File: config.mk
export PLATFORM = sky130hd
export DESIGN_NAME = spec_wide_adder
export DESIGN_NICKNAME = d
export VERILOG_FILES = /design/src/rtl/spadd_pkg.sv /design/src/rtl/spadd_spec_seg.sv /design/src/rtl/spadd_carry_resolve.sv /design/src/rtl/spadd_final_seg.sv /design/src/rtl/spec_wide_adder.sv
export SDC_FILE = /design/constraint.sdc
export NUM_CORES = 1
export LEC_CHECK = 0
export ABC_AREA = 1
export BUFFER_PORTS_ARGS = -buffer_cell sky130_fd_sc_hd__buf_2
export CORE_ASPECT_RATIO = 1.75
export CORE_MARGIN = 5
export CORE_UTILIZATION = 49
export DETAILED_ROUTE_END_ITERATION = 8
export PLACE_DENSITY_LB_ADDON = 0.25
export SYNTH_ARGS = -nofsm -noshare
export SYNTH_HDL_FRONTEND = slang
export SYNTH_SLANG_ARGS = --single-unit
File: constraint.sdc
create_clock -name clk -period 2.37 [get_ports clk]
set_input_delay 0.474 -clock clk [delete_from_list [all_inputs] [get_ports clk]]
set_output_delay 0.474 -clock clk [all_outputs]
set_load 0.1 [all_outputs]
File: src/rtl/spadd_pkg.sv
package spadd_pkg;

  typedef enum logic [1:0] {
    ARCH_SEL_MUX = 2'd0,
    ARCH_CMP_INC = 2'd1,
    ARCH_CMP_ADD = 2'd2
  } arch_e;

  // Recover the true carry out of a segment from the resolution chain sum bit.
  // kill (0,0) -> 0, generate (1,1) -> 1, propagate (0,1) -> inverse of sum bit
  function automatic logic recover_carry(logic spec_lo, logic spec_hi, logic chain_sum);
    return spec_lo | (spec_hi & ~chain_sum);
  endfunction

endpackage

File: src/rtl/spadd_spec_seg.sv
module spadd_spec_seg
  import spadd_pkg::*;
#(
  parameter int unsigned WS   = 8,
  parameter arch_e       ARCH = ARCH_CMP_ADD,
  localparam int unsigned DW  = (ARCH == ARCH_CMP_INC) ? WS : 2 * WS
) (
  input  logic          rst_n,
  input  logic [WS-1:0] x,
  input  logic [WS-1:0] y,
  output logic          c_lo,
  output logic          c_hi,
  output logic [DW-1:0] keep
);

  if (ARCH == ARCH_SEL_MUX) begin : g_two_sums
    logic [WS:0] sum_lo, sum_hi;
    assign sum_lo = {1'b0, x} + {1'b0, y};
    assign sum_hi = {1'b0, x} + {1'b0, y} + (WS+1)'(1);
    assign c_lo   = sum_lo[WS];
    assign c_hi   = sum_hi[WS];
    assign keep   = {sum_hi[WS-1:0], sum_lo[WS-1:0]};
  end else if (ARCH == ARCH_CMP_INC) begin : g_one_sum
    logic [WS:0] sum_lo;
    assign sum_lo = {1'b0, x} + {1'b0, y};
    assign c_lo   = sum_lo[WS];
    assign c_hi   = (x >= ~y);
    assign keep   = sum_lo[WS-1:0];
  end else begin : g_two_cmp
    assign c_lo = (x > ~y);
    assign c_hi = (x >= ~y);
    assign keep = {y, x};
  end

  always_comb begin
    if (rst_n) begin
      assert_lo_implies_hi_R4: assert (!c_lo || c_hi);
    end
  end

endmodule

File: src/rtl/spadd_carry_resolve.sv
module spadd_carry_resolve
  import spadd_pkg::*;
#(
  parameter int unsigned NB = 3
) (
  input  logic          rst_n,
  input  logic          c_in,
  input  logic [NB-1:0] c_lo,
  input  logic [NB-1:0] c_hi,
  output logic [NB-1:0] c_out
);

  logic [NB:0]   chain;
  logic [NB-1:0] below;

  // Short ripple chain over the speculative carry vectors
  assign chain = {1'b0, c_lo} + {1'b0, c_hi} + {{NB{1'b0}}, c_in};

  for (genvar i = 0; i < NB; i++) begin : g_bit
    if (i == 0) begin : g_first
      assign below[i] = c_in;
    end else begin : g_rest
      assign below[i] = c_out[i-1];
    end
    assign c_out[i] = recover_carry(c_lo[i], c_hi[i], chain[i]);

    always_comb begin
      if (rst_n) begin
        assert_kill_R5:      assert (c_lo[i] || c_hi[i] || !c_out[i]);
        assert_generate_R5:  assert (!(c_lo[i] && c_hi[i]) || c_out[i]);
        assert_propagate_R5: assert (!(!c_lo[i] && c_hi[i]) || (c_out[i] == below[i]));
      end
    end
  end

endmodule

File: src/rtl/spadd_final_seg.sv
module spadd_final_seg
  import spadd_pkg::*;
#(
  parameter int unsigned WS   = 8,
  parameter arch_e       ARCH = ARCH_CMP_ADD,
  localparam int unsigned DW  = (ARCH == ARCH_CMP_INC) ? WS : 2 * WS
) (
  input  logic          c_in,
  input  logic [DW-1:0] keep,
  output logic [WS-1:0] sum
);

  if (ARCH == ARCH_SEL_MUX) begin : g_mux
    assign sum = c_in ? keep[2*WS-1:WS] : keep[WS-1:0];
  end else if (ARCH == ARCH_CMP_INC) begin : g_inc
    assign sum = keep + {{(WS-1){1'b0}}, c_in};
  end else begin : g_add
    assign sum = keep[WS-1:0] + keep[2*WS-1:WS] + {{(WS-1){1'b0}}, c_in};
  end

endmodule

File: src/rtl/spec_wide_adder.sv
module spec_wide_adder
  import spadd_pkg::*;
#(
  parameter int unsigned W          = 32,
  parameter int unsigned K          = 4,
  parameter int unsigned SEG_W [K]  = '{10, 6, 7, 9},
  parameter arch_e       ARCH       = ARCH_SEL_MUX,
  parameter bit          PIPE       = 1'b1
) (
  input  logic         clk,
  input  logic         rst_n,
  input  logic [W-1:0] x_i,
  input  logic [W-1:0] y_i,
  input  logic         cin_i,
  output logic [W-1:0] sum_o,
  output logic         cout_o
);

  function automatic int unsigned bit_lo(int unsigned idx);
    int unsigned acc = 0;
    for (int unsigned j = 0; j < idx; j++) acc += SEG_W[j];
    return acc;
  endfunction

  function automatic int unsigned keep_w(int unsigned idx);
    return (ARCH == ARCH_CMP_INC) ? SEG_W[idx] : 2 * SEG_W[idx];
  endfunction

  function automatic int unsigned keep_lo(int unsigned idx);
    int unsigned acc = 0;
    for (int unsigned j = 1; j < idx; j++) acc += keep_w(j);
    return acc;
  endfunction

  localparam int unsigned W0       = SEG_W[0];
  localparam int unsigned NB       = K - 1;
  localparam int unsigned KEEP_TOT = keep_lo(K);
  localparam int unsigned LO_B     = W0 + 1;
  localparam int unsigned HI_B     = LO_B + NB;
  localparam int unsigned KP_B     = HI_B + NB;
  localparam int unsigned ST_W     = KP_B + KEEP_TOT;

  if (bit_lo(K) != W || K < 2) begin : g_bad_layout
    $error("segment widths must total W and K must be at least 2");
  end

  // ---------------- speculative stage ----------------
  logic [ST_W-1:0] st_d, st_q;
  logic [W0:0]     seg0_sum;

  // lowest segment takes the global carry-in directly
  assign seg0_sum          = {1'b0, x_i[W0-1:0]} + {1'b0, y_i[W0-1:0]} + {{W0{1'b0}}, cin_i};
  assign st_d[W0:0]        = seg0_sum;

  for (genvar k = 1; k < K; k++) begin : g_spec
    localparam int unsigned LO = bit_lo(k);
    localparam int unsigned WS = SEG_W[k];
    localparam int unsigned DW = keep_w(k);
    localparam int unsigned KO = KP_B + keep_lo(k);
    spadd_spec_seg #(.WS(WS), .ARCH(ARCH)) u_spec (
      .rst_n (rst_n),
      .x     (x_i[LO +: WS]),
      .y     (y_i[LO +: WS]),
      .c_lo  (st_d[LO_B + k - 1]),
      .c_hi  (st_d[HI_B + k - 1]),
      .keep  (st_d[KO +: DW])
    );
  end

  // ---------------- optional register level ----------------
  if (PIPE) begin : g_reg
    always_ff @(posedge clk or negedge rst_n) begin
      if (!rst_n) st_q <= '0;
      else        st_q <= st_d;
    end
  end else begin : g_wire
    assign st_q = st_d;
  end

  // ---------------- carry resolution ----------------
  logic [NB-1:0] c_res;

  spadd_carry_resolve #(.NB(NB)) u_resolve (
    .rst_n (rst_n),
    .c_in  (st_q[W0]),
    .c_lo  (st_q[LO_B +: NB]),
    .c_hi  (st_q[HI_B +: NB]),
    .c_out (c_res)
  );

  // ---------------- final stage ----------------
  assign sum_o[W0-1:0] = st_q[W0-1:0];

  for (genvar k = 1; k < K; k++) begin : g_final
    localparam int unsigned LO = bit_lo(k);
    localparam int unsigned WS = SEG_W[k];
    localparam int unsigned DW = keep_w(k);
    localparam int unsigned KO = KP_B + keep_lo(k);
    logic c_into;
    if (k == 1) begin : g_from_seg0
      assign c_into = st_q[W0];
    end else begin : g_from_chain
      assign c_into = c_res[k-2];
    end
    spadd_final_seg #(.WS(WS), .ARCH(ARCH)) u_final (
      .c_in (c_into),
      .keep (st_q[KO +: DW]),
      .sum  (sum_o[LO +: WS])
    );
  end

  assign cout_o = c_res[NB-1];

  // ---------------- end-to-end checks ----------------
  if (PIPE) begin : g_chk_pipe
    assert_pipe_latency_R9: assert property (@(posedge clk) disable iff (!rst_n)
      rst_n |=> ({cout_o, sum_o} ==
                 $past({1'b0, x_i} + {1'b0, y_i} + {{W{1'b0}}, cin_i})));
    assert_reset_quiet_R10: assert property (@(posedge clk)
      !rst_n |-> (sum_o == '0 && !cout_o));
  end else begin : g_chk_comb
    always_comb begin
      if (rst_n) begin
        assert_sum_exact_R1: assert ({cout_o, sum_o} ==
          {1'b0, x_i} + {1'b0, y_i} + {{W{1'b0}}, cin_i});
      end
    end
  end

endmodule

# After elaboration in Yosys (flattened, before gate mapping)
# Cells that the tools add are included.
# totals
reg_bits	61
inputBits	67
out_inout_bits	33
elab_cells	23
# op_classes
add_sub_neg	10
muxes	3
bitwise	9
# op_table
op	count
10-bit by 10-bit adder with 11-bit output	1
11-bit by 1-bit adder with 11-bit output	1
10-bit by 1-bit adder with 10-bit output (second input constant)	1
9-bit by 9-bit adder with 10-bit output	1
9-bit two-way mux	1
7-bit by 7-bit adder with 8-bit output	1
8-bit by 1-bit adder with 8-bit output (second input constant)	1
6-bit by 6-bit adder with 7-bit output	1
7-bit by 1-bit adder with 7-bit output (second input constant)	1
7-bit two-way mux	1
6-bit two-way mux	1
3-bit by 1-bit adder with 3-bit output	1
3-bit adder	1
1-bit bitwise AND	3
1-bit inverter	3
1-bit bitwise OR	3

# Longest topological paths before layout
# Gate-level depths: netlist (run 1).
# logic_depth
depth_word	6
depth_mapped	14
ltp_nobuf	14

# Modules after synthesis
# Synthesis (run 1) repeated with hierarchy kept, for this count alone.
# hier_totals
hier_cells	539
area_unflattened_um2	4200.3
# by_module_without_submodules
module	instances	cells_per_inst	area_per_inst_um2	seq_area_each_um2
spec_wide_adder	1	160	2103.3	1526.5
spadd_spec_seg at g_spec[3].u_spec	1	129	740.7	0.0
spadd_spec_seg at g_spec[2].u_spec	1	89	533.0	0.0
spadd_spec_seg at g_spec[1].u_spec	1	75	452.9	0.0
spadd_final_seg at g_final[3].u_final	1	29	116.4	0.0
spadd_final_seg at g_final[2].u_final	1	23	93.8	0.0
spadd_carry_resolve	1	15	88.8	0.0
spadd_final_seg at g_final[1].u_final	1	19	71.3	0.0

# Worst setup path before layout (run 1)
# No wires, ideal clock.
# synth_timing
path_kind	register to output
from	register st_q[10]
to	output port sum_o[23]
arrival_time_ns	2.244
required_ns	1.896
setup_slack_ns	-0.348
path_stages_with_launch	8
path_buffers	1
path_cell_list	dfrtp_1 inv_1 fa_1 inv_1 fa_1 o21bai_1 buf_2 mux2_2
# synth_between
elab_chain_cells	5
# synth_lines
element	line	rtl
from (decl)	spec_wide_adder.sv:48	logic [ST_W-1:0] st_d, st_q;
from (signal assigned)	spec_wide_adder.sv:74	else st_q <= st_d;
3-bit by 1-bit adder with 3-bit output	spadd_carry_resolve.sv:17	assign chain = {1'b0, c_lo} + {1'b0, c_hi} + {{NB{1'b0}}, c_in};
1-bit inverter	spadd_pkg.sv:12	return spec_lo | (spec_hi & ~chain_sum);
1-bit bitwise AND	spadd_pkg.sv:12	
1-bit bitwise OR	spadd_pkg.sv:12	
9-bit two-way mux	spadd_final_seg.sv:14	assign sum = c_in ? keep[2*WS-1:WS] : keep[WS-1:0];
to (decl)	spec_wide_adder.sv:15	output logic [W-1:0] sum_o,
# Every way passes these cells.

# Final worst setup path (run 1)
# layout_timing
from	register st_q[11]
to	output port sum_o[24]
# layout_between
elab_chain_cells	6
# layout_lines
element	line
3-bit adder	spadd_carry_resolve.sv:17
3-bit by 1-bit adder with 3-bit output	spadd_carry_resolve.sv:17
1-bit inverter	spadd_pkg.sv:12
1-bit bitwise AND	spadd_pkg.sv:12
1-bit bitwise OR	spadd_pkg.sv:12
9-bit two-way mux	spadd_final_seg.sv:14
# Every way passes these cells.

==> impl_metrics.json, run 1 <==
{
  "power_density_mw_per_mm2": 997,
  "initial_core_util_pct": 49.8,
  "cts_sinks": 61,
  "setup_violations": 16,
  "instances_no_fill": 659,
  "grt_overflow_total": 0,
  "post-route-min-period_ps": 2880,
  "yosysWarnings": 0,
  "synthesis.nets": 561,
  "hold_path_class": "input pin to async pin",
  "n_fill_cell": 642,
  "clk_pin_slew_ps": 50,
  "vias": 3263,
  "reg_top3": "st_q (61)",
  "wl_met3_um": 285,
  "gp_routability_congestion": 0.849,
  "p_leak_nw": 2.85,
  "antenna_found_initial": 0,
  "wl_met1_um": 2940,
  "syn_area_mm2": 0.00394,
  "period_share_pct": 122,
  "avgViaCountPerCell": 4.95,
  "design.core.area_mm2": 0.00791,
  "dieArea_mm2": 0.0100,
  "grt_pass1_vias": 3208,
  "async_flop_share_pct": 100,
  "yosys-top-cells-area": "dfrtp_1, ha_1, nand2_1",
  "violations": "setup timing",
  "slew_violations": 0,
  "crit_fanout": 7,
  "numPlacedInstances": 637,
  "synth_edf_count": 0,
  "rsz0062_at_grt": "yes",
  "worstMarginPinSlew_ps": 743,
  "dp_hpwl_um": 6700,
  "ys_seq_area_share_pct": 38.8,
  "wl_per_cell_um": 12.7,
  "drt_iter0_drc": 95,
  "synth_top_area_share_pct": 38.8,
  "crit_type": "flip-flop to output pin",
  "max_cap_violations": 0,
  "htreeDepth": 3,
  "die_y_um": 129,
  "top_layer": "met4",
  "numCtsBuffers": 9,
  "core.rowCount": 43,
  "syn_inst": 453,
  "root_buffer": "clkbuf_16",
  "numPortBuffers": 99,
  "fin_tns_setup_ps": -5570,
  "grt_pass1_wl_um": 13900,
  "drc": 0,
  "ant_nets": 0,
  "cts_hold_buf": 0,
  "endpoint_kind": "output pin",
  "wl_met2_um": 4930,
  "hold_viol_final": 0,
  "synthDistinctLibCells": 34,
  "nNetsFinal": 672,
  "tritoncts": "yes",
  "relSlewSlack_pct": 50.5,
  "grt_max_degree": 62,
  "area_delta_synth_final_pct": 32.1,
  "synth_ff_type": "dfrtp_1",
  "layout-drive-gt1-share_pct": 32.0,
  "clock.fmax_mhz": 347,
  "postSynthAreaPerCell_um2": 8.69,
  "regMostFlops": "st_q",
  "die_w_um": 77.8,
  "num_antenna_cells": 0,
  "setup.worst_path.start": "st_q[11]",
  "status": "finished with violations",
  "track_usage_pct": 17.5,
  "crit_required_ps": 1900,
  "arrival_ps": 2410,
  "ir_drop_mv": 0.476,
  "first_pass_iters": 4,
  "worst_slack_ps": -515,
  "yosys.area.top_type": "dfrtp_1",
  "critPathLaunchType": "flip-flop",
  "largest_reg_flops": 61,
  "drt-total-wl_um": 8370,
  "max-clock-path-buffers": 2,
  "ys_seq_elements": 61,
  "ios": 100
}
synth_stat cells (2+ instances only):
cell / n
a31oi_1: 2
nand3_2: 4
nor2_1: 17
nand4_1: 5
ha_1: 34
dfrtp_1: 61
nand3_1: 32
inv_2: 3
fa_1: 7
nand3b_1: 2
mux2_2: 16
o21ai_0: 6
nor2_4: 2
buf_4: 10
xnor2_1: 6
inv_1: 68
nand2_1: 105
nor3_1: 3
o2111ai_1: 2
a21o_1: 3
nand2_2: 16
a21oi_1: 19
xor2_1: 17
nor2_2: 3
through the flow:
stage               hold WS, ps  cell area [um^2]  power (W)  utilization (%)  worst slack [ps]
finish                      297              5200    0.00518             65.8              -515
global route                388              5200    0.00542             65.8              -599
CTS                         322              5160    0.00520             65.3              -620
detailed placement          668              4700    0.00367             59.4              -263
global placement            652              4700    0.00363             59.4              -232
floorplan                   178              3980    0.00315                -              -154
cell families after synthesis:
group / after synthesis / synth area share, %
and+or+nand+nor: 192 / 22.4
DFF: 61 / 38.8
xor gates and xnor gates: 24 / 5.53
adders and majority gates: 41 / 14.4
muxes: 16 / 4.57
AOI/OAI and AO/OA: 37 / 5.56
buffers and inverters: 82 / 8.80
report_power, final:
group	internal, W	switching [W]	total, W
combinational	0.000835	0.00173	0.00257
sequential	0.00123	0.0000660	0.00130
clock	0.000891	0.000427	0.00132
timing repair:
action / CTS / global route
buffers inserted: 2 / 4
gates resized for setup: 38 / 2
pin swaps: 1 / 1
endpoints found under the setup margin: 16 / 16
worst paths after layout:
check | to
setup / recovery | sum_o[24]
hold / removal | st_q[43]
max in group asynchronous | st_q[27]
min in group clk | st_q[29]
routing by layer:
| layer | global-route usage, % | vias to the layer above |
|---|---|---|
| met1 | 18.0 | 1532 |
| met4 | 8.30 | 0 |
| met3 | 3.36 | 16 |
| li1 | - | 1661 |
| met5 | 0 | - |
| met2 | 33.2 | 54 |
layout make-up:
| cell class | count | area [um^2] | area share, % |
|---|---|---|---|
| tap | 90 | 113 | 2.17 |
| clock inverter | 4 | 45.0 | 0.866 |
| inverter | 71 | 267 | 5.12 |
| multi-input combinational | 310 | 2140 | 41.1 |
| clock buffer | 12 | 267 | 5.12 |
| timing repair buffer | 111 | 845 | 16.2 |
| sequential | 61 | 1530 | 29.3 |
placed cells by master (no fill, tap or decap), drive strengths merged, types with 4 or more instances in the layout:
cell / instances
nand2: 121
buf: 111
inv: 71
dfrtp: 61
nand3: 36
ha: 34
nor2: 22
a21oi: 20
xor2: 18
mux2: 16
clkbuf: 12
o21ai: 8
fa: 7
xnor2: 6
nand4: 5
nor3: 4
worst max-delay path, cell delays in order, from the launching register on:
cell      delay (ps)
dfrtp_1          340
inv_2             50
fa_2             380
inv_2             60
fa_1             410
o21bai_2         170
buf_6            180
mux2_4           330
buf_12           170
(Power assumes the default switching activity.)
==> run 2: changes to the inputs <==
MAX_ROUTING_LAYER = met4   (was default)
==> impl_metrics.json, run 2 (same netlist as run 1, synthesis figures left out) <==
{
  "max-clock-path-buffers": 2,
  "design.core.area_mm2": 0.00791,
  "worstMarginPinSlew_ps": 738,
  "crit_required_ps": 1900,
  "relSlewSlack_pct": 50.8,
  "p_leak_nw": 2.86,
  "reg_top3": "st_q (61)",
  "largest_reg_flops": 61,
  "grt_overflow_total": 0,
  "ios": 100,
  "drc": 0,
  "crit_type": "flip-flop to output pin",
  "fin_hold_ws_ps": 302,
  "slew_violations": 0,
  "critPathLaunchType": "flip-flop",
  "regMostFlops": "st_q",
  "clk_pin_slew_ps": 50,
  "violations": "setup timing",
  "track_usage_pct": 18.6,
  "crit_fanout": 8,
  "power_density_mw_per_mm2": 971,
  "area_delta_synth_final_pct": 32.8,
  "ant_nets": 0,
  "dieArea_mm2": 0.0100,
  "vias": 3283,
  "initial_core_util_pct": 49.8,
  "dp_hpwl_um": 6840,
  "wl_per_cell_um": 12.9,
  "period_share_pct": 122,
  "post-place-ws_ps": -267,
  "gp_routability_congestion": 0.871,
  "max_cap_violations": 0,
  "grt_pass1_vias": 3307,
  "cts_sinks": 61,
  "layout_common_cells": "nand2_1, buf_2, inv_1",
  "hold_viol_final": 0,
  "grt_pass1_wl_um": 14400,
  "drt_iter0_drc": 147,
  "htreeDepth": 3,
  "status": "finished with violations",
  "setup_violations": 16,
  "final_common_cell": "nand2_1",
  "drt-total-wl_um": 8540,
  "ir_drop_mv": 0.428,
  "die_y_um": 129,
  "avgViaCountPerCell": 4.94,
  "nNetsFinal": 677,
  "first_pass_iters": 6,
  "post-route-min-period_ps": 2890,
  "cts_hold_buf": 0,
  "rsz0062_at_grt": "yes",
  "arrival_ps": 2420,
  "tritoncts": "yes",
  "root_buffer": "clkbuf_16",
  "grt_max_degree": 62,
  "antenna_found_initial": 0,
  "numPortBuffers": 99,
  "layout-drive-gt1-share_pct": 32.1,
  "num_antenna_cells": 0,
  "die_w_um": 77.8,
  "core.rowCount": 43,
  "hold_path_class": "input pin to async pin",
  "numCtsBuffers": 9,
  "worst_slack_ps": -525,
  "clock.fmax_mhz": 345,
  "endpoint_kind": "output pin"
}
-- run 2: layout make-up --
| class | instances | area, um^2 |
|---|---|---|
| sequential | 61 | 1530 |
| clock buffer | 15 | 268 |
| clock inverter | 1 | 5.00 |
| fill | 639 | 2680 |
| timing repair buffer | 116 | 908 |
| tap | 90 | 113 |
| multi-input combinational | 310 | 2140 |
| inverter | 71 | 267 |
-- run 2: final timing paths --
check                         start        end  slack, ps
worst max-delay path       st_q[11]  sum_o[23]       -520
worst min-delay path          rst_n   st_q[43]        300
max in group asynchronous     rst_n    st_q[8]       1570
min in group clk            y_i[10]   st_q[17]        430
-- run 2: per-stage QoR --
step           area (um^2)  cells  TNS, ps  utilization, %  total power [W]
3_3_place_gp          4700    637    -1800            59.4          0.00363
3_5_place_dp          4700    637    -2270            59.4          0.00367
4_1_cts               5160    659    -6220            65.3          0.00507
2_1_floorplan         3980    453    -1390               -          0.00315
6_report              5230    664    -5790            66.1          0.00508
5_1_grt               5230    664    -7410            66.1          0.00532
-- run 2: what timing repair did --
action | 4_1_cts | 5_1_grt
gates resized for setup | 40 | 8
buffers inserted | 6 | 5
setup endpoints to repair | 16 | 16
pin swaps | 1 | 2
gates cloned | 0 | 0
-- run 2: worst max-delay path, cell delays in order, from the launching register on --
cell and delay (ps):
dfrtp_1 340, inv_2 60, fa_2 380, inv_2 60
fa_1 410, o21bai_2 160, buf_6 190, mux2_4 330
buf_12 170
-- run 2: where the power goes --
group	switching (W)	total, W	internal (W)
logic	0.00175	0.00262	0.000868
registers	0.0000621	0.00130	0.00124
clock network	0.000404	0.00116	0.000761
total	0.00221	0.00508	0.00286
-- run 2: routing by layer --
metal / share of wire (%) / global-route usage, %
met5: 0 / -
met4: 2.5 / 9.31
met3: 3.1 / 2.87
met2: 60 / 34.1
met1: 35 / 18.6
==> run 3: changes to the inputs <==
SKIP_CTS_REPAIR_TIMING = 1   (was default)
==> impl_metrics.json, run 3 (same netlist as run 1, synthesis figures left out) <==
{
  "gp_routability_congestion": 0.871,
  "crit_type": "flip-flop to output pin",
  "layout_common_cells": "nand2_1, buf_2, inv_1",
  "instances_no_fill": 659,
  "numCtsBuffers": 9,
  "path_cells": "inv_1, fa_2, inv_2, fa_1, o21bai_2, buf_6, mux2_4, buf_12",
  "numPlacedInstances": 637,
  "avgViaCountPerCell": 4.93,
  "worst_slack_ps": -523,
  "layout-drive-gt1-share_pct": 31.5,
  "crit_fanout": 8,
  "core.rowCount": 43,
  "numPortBuffers": 99,
  "period_share_pct": 122,
  "p_clk_share_pct": 23.2,
  "post-route-min-period_ps": 2890,
  "rsz0062_at_grt": "yes",
  "area_delta_synth_final_pct": 31.2,
  "root_buffer": "clkbuf_16",
  "placed_cell_area_mm2": 0.00470,
  "violations": "setup timing",
  "grt_pass1_vias": 3251,
  "reg_top3": "st_q (61)",
  "p_total_w": 0.00503,
  "num_antenna_cells": 0,
  "grt_max_degree": 62,
  "cp_slowest_cell": "fa_1",
  "clock.fmax_mhz": 346,
  "wl_per_cell_um": 12.7,
  "design.core.area_mm2": 0.00791,
  "combinationalPowerShare_pct": 51.1,
  "largest_reg_flops": 61,
  "max-clock-path-buffers": 2,
  "p_leak_nw": 2.83,
  "fin_tns_setup_ps": -5480,
  "tritoncts": "yes",
  "critPathLaunchType": "flip-flop",
  "status": "finished with violations",
  "die_y_um": 129,
  "regMostFlops": "st_q",
  "crit_family": "adder cells",
  "dp_hpwl_um": 6840,
  "arrival_ps": 2420,
  "grt_pass1_wl_um": 14000,
  "htreeDepth": 3,
  "final_util_pct": 65.4,
  "hold_viol_final": 0,
  "slowest_delay_ps": 410,
  "antenna_found_initial": 0,
  "relSlewSlack_pct": 50.9,
  "cp_num_cells": 8,
  "dieArea_mm2": 0.0100,
  "fin_area_mm2": 0.00517,
  "track_usage_pct": 18.0,
  "drc": 0,
  "drt-total-wl_um": 8370,
  "nNetsFinal": 672,
  "worstMarginPinSlew_ps": 737,
  "crit_buf_inv": 4,
  "endpoint_kind": "output pin",
  "p_seq_share_pct": 25.7,
  "initial_core_util_pct": 49.8,
  "hold_path_class": "input pin to async pin",
  "cts_sinks": 61,
  "power.internal_w": 0.00283,
  "first_pass_iters": 6,
  "drt_iter0_drc": 135,
  "swShare_pct": 43.7,
  "grt_overflow_total": 0,
  "setup_violations": 16,
  "final_common_cell": "nand2_1",
  "ant_nets": 0,
  "vias": 3251,
  "die_w_um": 77.8,
  "ir_drop_mv": 0.457,
  "switchingPower_w": 0.00220,
  "max_cap_violations": 0,
  "slew_violations": 0,
  "clk_pin_slew_ps": 50,
  "crit_required_ps": 1900,
  "power_density_mw_per_mm2": 973,
  "ios": 100
}
## run 3: cell count changes in the layout (fill, tap and decap cells not counted), sizes merged
cell  delta
buf      -5
## run 3: per-layer routing
layer  vias up  GRT usage (%)  routed length [um]
met5         -              -                   0
met4         0           9.31                 257
met3        17           2.94                 259
met2        67           33.1                4930
met1      1508           17.8                2920
li1       1659              -                   -
## run 3: per-stage QoR
stage | hold WS (ps) | setup WS [ps]
after floorplan | 178 | -154
after global placement | 651 | -214
after detailed placement | 672 | -267
after CTS | 322 | -638
after global routing | 381 | -638
final | 299 | -523
## run 3: power groups by stage
| stage | combinational (W) | sequential, W | clock (W) |
|---|---|---|---|
| 2_1_floorplan | 0.00186 | 0.00129 | 0 |
| 3_3_place_gp | 0.00233 | 0.00130 | 0 |
| 3_5_place_dp | 0.00236 | 0.00131 | 0 |
| 4_1_cts | 0.00237 | 0.00129 | 0.00120 |
| 5_1_grt | 0.00272 | 0.00132 | 0.00124 |
| 6_report | 0.00257 | 0.00130 | 0.00117 |
## run 3: area by class of cell
| cell class | instances | area, um^2 |
|---|---|---|
| Sequential cell | 61 | 1530 |
| Multi-Input combinational cell | 310 | 2140 |
| Timing Repair Buffer | 111 | 848 |
| Clock inverter | 1 | 5.00 |
| Fill cell | 642 | 2740 |
| Tap cell | 90 | 113 |
| Clock buffer | 15 | 268 |
| Inverter | 71 | 267 |
## run 3: how the worst max path moves through the flow
stage | from | to | slack, ps
final | st_q[14] | sum_o[23] | -520
after global placement | st_q[11] | sum_o[26] | -210
after detailed placement | st_q[11] | sum_o[23] | -270
after floorplan | st_q[10] | sum_o[23] | -150
after global routing | st_q[14] | sum_o[27] | -640
after CTS | st_q[11] | sum_o[23] | -640
